[src/rtl/lldma_chain_walker.sv]
module lldma_chain_walker #(
  parameter int AW       = 32,
  parameter int DW       = 32,
  parameter int DONE_BIT = 31,
  parameter int RW       = 3
) (
  input  logic          clk,
  input  logic          rst_n,
  input  logic          cfg_we,
  input  logic          cfg_re,
  input  logic [RW-1:0] cfg_addr,
  input  logic [DW-1:0] cfg_wdata,
  output logic [DW-1:0] cfg_rdata,
  output logic          mem_req,
  output logic          mem_we,
  output logic [AW-1:0] mem_addr,
  output logic [1:0]    mem_layer,
  output logic [DW-1:0] mem_wdata,
  input  logic          mem_ack,
  input  logic [DW-1:0] mem_rdata,
  output logic          xfer_start,
  output logic [AW-1:0] xfer_src,
  output logic [AW-1:0] xfer_dst,
  output logic [DW-1:0] xfer_ctla,
  output logic [DW-1:0] xfer_ctlb,
  input  logic          xfer_done
);
  localparam logic [RW-1:0] A_GEN  = RW'(0);
  localparam logic [RW-1:0] A_CHEN = RW'(1);
  localparam logic [RW-1:0] A_SRC  = RW'(2);
  localparam logic [RW-1:0] A_PTR  = RW'(3);
  localparam logic [RW-1:0] A_STAT = RW'(4);

  typedef enum logic [2:0] {S_IDLE, S_FETCH, S_START, S_XFER, S_WB} st_t;
  st_t state;

  logic          gen_en, ch_en;
  logic [AW-1:0] src_r, ptr_r, cur, w_dst, w_next;
  logic [DW-1:0] w_ctla, w_ctlb;
  logic [2:0]    widx;
  logic [1:0]    status;

  wire [AW-1:0] base      = {cur[AW-1:2], 2'b00};
  wire          go        = gen_en && ch_en;
  wire          last      = (w_next[AW-1:2] == '0);
  wire          set_buf   = (state == S_XFER) && xfer_done;
  wire          set_chain = (state == S_WB) && mem_ack && last;
  wire          stat_rd   = cfg_re && (cfg_addr == A_STAT);

  assign mem_req    = (state == S_FETCH) || (state == S_WB);
  assign mem_we     = (state == S_WB);
  assign mem_addr   = base + ((state == S_WB) ? AW'(12) : AW'({widx, 2'b00}));
  assign mem_layer  = cur[1:0];
  assign mem_wdata  = w_ctla | (DW'(1) << DONE_BIT);
  assign xfer_start = (state == S_START);
  assign xfer_src   = src_r;
  assign xfer_dst   = w_dst;
  assign xfer_ctla  = w_ctla;
  assign xfer_ctlb  = w_ctlb;

  always_comb begin
    case (cfg_addr)
      A_GEN:   cfg_rdata = DW'(gen_en);
      A_CHEN:  cfg_rdata = DW'(ch_en);
      A_SRC:   cfg_rdata = DW'(src_r);
      A_PTR:   cfg_rdata = DW'(ptr_r);
      A_STAT:  cfg_rdata = DW'(status);
      default: cfg_rdata = '0;
    endcase
  end

  always_ff @(posedge clk or negedge rst_n) begin
    if (!rst_n) begin
      state  <= S_IDLE;
      gen_en <= 1'b0;
      ch_en  <= 1'b0;
      src_r  <= '0;
      ptr_r  <= '0;
      cur    <= '0;
      w_dst  <= '0;
      w_next <= '0;
      w_ctla <= '0;
      w_ctlb <= '0;
      widx   <= '0;
      status <= '0;
    end else begin
      if (cfg_we) begin
        case (cfg_addr)
          A_GEN:   gen_en <= cfg_wdata[0];
          A_CHEN:  ch_en  <= cfg_wdata[0];
          A_SRC:   src_r  <= AW'(cfg_wdata);
          A_PTR:   ptr_r  <= AW'(cfg_wdata);
          default: ;
        endcase
      end
      status <= (stat_rd ? 2'b00 : status) | {set_chain, set_buf};
      case (state)
        S_IDLE: if (go) begin
          cur   <= ptr_r;
          widx  <= '0;
          state <= S_FETCH;
        end
        S_FETCH: if (mem_ack) begin
          case (widx)
            3'd1:    w_dst  <= AW'(mem_rdata);
            3'd2:    w_next <= AW'(mem_rdata);
            3'd3:    w_ctla <= mem_rdata;
            3'd4:    w_ctlb <= mem_rdata;
            default: ;
          endcase
          if (widx == 3'd4) state <= S_START;
          else              widx  <= widx + 3'd1;
        end
        S_START: state <= S_XFER;
        S_XFER:  if (xfer_done) state <= S_WB;
        S_WB: if (mem_ack) begin
          if (last) begin
            ch_en <= 1'b0;
            state <= S_IDLE;
          end else if (ch_en) begin
            cur   <= w_next;
            widx  <= '0;
            state <= S_FETCH;
          end else begin
            state <= S_IDLE;
          end
        end
        default: state <= S_IDLE;
      endcase
    end
  end

  AST_NO_FETCH_WHEN_OFF: assert property (@(posedge clk) disable iff (!rst_n)
    (state == S_IDLE && !go) |=> !mem_req);
  AST_REQ_HOLD: assert property (@(posedge clk) disable iff (!rst_n)
    (mem_req && !mem_ack) |=> (mem_req && $stable(mem_addr) && $stable(mem_we)));
  AST_START_PULSE: assert property (@(posedge clk) disable iff (!rst_n)
    xfer_start |=> !xfer_start);
  AST_WB_AFTER_DONE: assert property (@(posedge clk) disable iff (!rst_n)
    set_buf |=> (mem_req && mem_we));
  AST_CHAIN_END_OFF: assert property (@(posedge clk) disable iff (!rst_n)
    (set_chain && !cfg_we) |=> !ch_en);
  AST_STATUS_CLEARED: assert property (@(posedge clk) disable iff (!rst_n)
    (stat_rd && !set_buf && !set_chain) |=> (status == 2'b00));
endmodule

[config.mk]
export PLATFORM = sky130hd
export DESIGN_NAME = lldma_chain_walker
export DESIGN_NICKNAME = d
export VERILOG_FILES = /design/src/rtl/lldma_chain_walker.sv
export SDC_FILE = /design/constraint.sdc
export NUM_CORES = 1
export LEC_CHECK = 0
export BUFFER_PORTS_ARGS = -buffer_cell sky130_fd_sc_hd__buf_4
export CORE_UTILIZATION = 53
export CTS_BUF_LIST = sky130_fd_sc_hd__clkbuf_16
export DETAILED_ROUTE_END_ITERATION = 12
export PLACE_DENSITY = 0.84
export RECOVER_POWER = 100
export SLEW_MARGIN = 20
export SYNTH_ARGS = -nofsm -noshare
export SYNTH_HDL_FRONTEND = slang
export SYNTH_SLANG_ARGS = --single-unit
[constraint.sdc]
create_clock -name clk -period 3.25 [get_ports clk]
set_clock_uncertainty 0.15 [all_clocks]
set_input_delay 0.1625 -clock clk [delete_from_list [all_inputs] [get_ports clk]]
set_output_delay 0.1625 -clock clk [all_outputs]
set_load 0.02 [all_outputs]
==> run metrics <==
status finished with violations; failing checks max-capacitance violations, max-slew violations; crit path cell chain inv_2 -> nand3_4 -> nand2_1 -> ha_1 -> fa_1 -> a21oi_2 -> nor3_2 -> and2_2 -> nand4_1 -> xnor2_1 -> clkbuf_2; fraction of registers with async set/reset 1.00; core area 19700 sq um; final cell count without fillers around 1400; Routed wire per std cell roughly 21 um; Setup TNS 0 ns; layout cell share with drive strength beyond 1 0.162; RSZ-0062 raised after global routing no; Iteration-0 DRC Markers about 390; M3 GR Usage 0.0530; root buffer cell clkbuf_16; WHS 0.115 ns; Tmin final between 3 and 4 ns; DRC viols 0; Seq/Total Area, Yosys 0.545; FF/Latch Area roughly 5900 sq um; initial antenna violation count 1; vias post-DR 7950; Peak VDD IR between 500 and 600 uV; fill count approximately 1600; power per standard cell area a little over 900 nW/um^2; CTS tree built; post-synth top area share 0.545; Setup violations, final 0; beginning of the worst hold path cfg_addr[0]; Post-synth EDFFs 0; Yosys reg bits about 230; number of max-cap violations 2; yosys warns 0; Worst Hold Class in -> reg; area grow syn2layout 25.6%; dominant cells by area after synthesis dfrtp_1 (55%), mux2_1 (17%), mux2i_1 (3.1%); M1 GR Usage 0.379; syn_area_per_cell approximately 13 sq um; final period utilization 0.953; CTS max path bufs 3; global-route wire length before repair around 46 mm; die span in x 144 um; final hold vios 0; R2R setup slack about 0.42 ns; first drt pass iteration count 5; RR Startpoint state[1]; port bufs 298; area of the multi-input gates about 4200 sq um; worst path required time ~2.9 ns; crit path kind reg -> out; CTS buffer count 25; Worst path slowest cell fa_1; dpl cells approximately 1300; gr ovfl total 0; cell type with the highest aggregate area in the netlist dfrtp_1; Worst slew margin -0.583; Syn Std Cell Area 10700 sq um; vias in the first global route 8192; Die Y-Extent roughly 140 um; hpwl dp about 21 mm; gr busiest metal met2; pin count of the biggest net entering global routing around 90; Placement Rows 51; Worst Hold Path EP gen_en; Reg2Reg Depth 8; slowest stage delay, CP approximately 0.43 ns; Setup crit end kind primary output; IO Pins ~300; Top FF cell, synth dfrtp_1; GR Util met2 0.493; fin nets 1233; routed wire length between 20 and 30 mm; fin. max-slew vios around 120; Area after DPL between 10000 and 15000 sq um; fmax 323 MHz; Final ANT Viol Nets 0; R2R Path End cur[18]; Netlist cell types 50; clock sink count 234; vias per inst about 5.5; Final Instance Area between 10000 and 15000 sq um; crit path launch type register; die area 20800 sq um; Cells after Synth roughly 800; routability-driven placement congestion ratio 0.951; hold path cells 4; Skew-Pair Late Insertion Delay between 0.5 and 0.6 ns; gr usage total 0.292; LEAKAGE between 0.006 and 0.007 uW; Worst Tran Pin Value around 2.4 ns; starting density of the core 0.546; Data arrival, critical path between 2 and 3 ns; H-tree depth 1; clk slew on worst S/H paths ~0.060 ns; Max FO, Critical Path 7
==> where the power goes <==
group	leakage, uW	switching [uW]	internal, uW
logic	0.00285	3030	1700
clock network	0.000372	1100	1460
registers	0.00288	1040	4080
==> metal layers <==
| layer | vias to the layer above | wire length [um] | share of wire |
|---|---|---|---|
| met5 | - | 0 | 0 |
| met4 | 0 | 794 | 0.027 |
| met3 | 49 | 2040 | 0.069 |
| met2 | 310 | 15000 | 0.50 |
| met1 | 4055 | 11900 | 0.40 |
| li1 | 3536 | - | - |
==> state kept, by name (all words and copies together), names as in the netlist, 2 cells and up <==
signal and count:
cur 32, ptr_r 32, w_next 32, xfer_ctla 32, xfer_ctlb 32, xfer_dst 32, xfer_src 32, state 3
widx 3, status 2
==> how the worst max path moves through the flow <==
stage                  start           end  slack [ns]  cells past startpoint
floorplan           state[1]  mem_addr[20]        0.20                     13
global placement    state[1]  mem_addr[20]        0.57                     11
detailed placement  state[1]  mem_addr[20]        0.42                     11
CTS                 state[1]  mem_addr[20]        0.06                     11
global route        state[1]  mem_addr[22]        0.01                     11
finish              state[1]  mem_addr[20]        0.15                     11
==> critical path, delay by kind of cell, from the launching register on <==
kind	cells	cell delay (ns)
xor+xnor	1	0.12
simple gates	5	0.64
fa+ha+maj	2	0.65
buf+inv	2	0.28
flops	1	0.36
compound gates	1	0.23
==> final cells by class <==
class                   instances  share of cell area
flip-flops and latches        234               0.434
multi-input cells             488               0.313
repair buffers                394               0.172
clock buffers                  25              0.0464
well taps                     265              0.0246
clock inverters                18             0.00761
inverters                       8             0.00223
diodes                          2            0.000371
==> metrics by stage <==
step | total power, uW | setup WS (ns) | util
finish | 12400 | 0.153 | 0.686
global placement | 10600 | 0.567 | 0.660
floorplan | 8360 | 0.197 | -
detailed placement | 10800 | 0.417 | 0.660
CTS | 13500 | 0.0555 | 0.735
global route | 13100 | 0.0134 | 0.686
==> Yosys cell counts, drive strengths merged (10+ instances only) <==
cell and instances:
mux2i 33, buf 71, dfrtp 234, nand3 46, xnor2 21, nor4 11
clkbuf 10, a22o 30, nand2 31, nor2 17, mux2 193, o21ai 37
==> cells in the final DEF, fill, tap and decap left out, types with 6 or more instances in the layout <==
cell,count
mux2_1,164
nand4_1,7
clkbuf_2,22
clkbuf_1,208
o21ai_0,33
mux2_2,29
nor2_1,17
mux2i_1,33
a22o_1,30
nor4_1,10
xnor2_1,21
nand3_1,45
inv_1,9
xor2_1,8
clkinv_1,8
ha_1,8
and3_1,6
dlygate4sd3_1,72
nand2_1,31
buf_4,90
dfrtp_1,234
clkbuf_16,25
==> what timing repair did <==
| action | 4_1_cts | 5_1_grt |
|---|---|---|
| hold buffers | 72 | 0 |
| resized for setup | 2 | 0 |
| buffers inserted | 3 | 2 |
| endpoints found under the hold margin | 283 | 0 |
| pin swaps | 2 | 1 |
| setup endpoints to repair | 10 | 14 |
==> kinds of logic (layout without fill, tap and decap cells) <==
group	count (synthesis)	count (layout)	share of synthesized area
mux	227	227	0.235
fa+ha+maj	9	9	0.0112
flops	234	234	0.545
other cells	2	5	0.000700
xor+xnor	29	29	0.0237
compound gates	84	84	0.0634
buf+inv	89	445	0.0515
simple gates	136	136	0.0688
No activity file was read; power rests on OpenSTA's default activity.
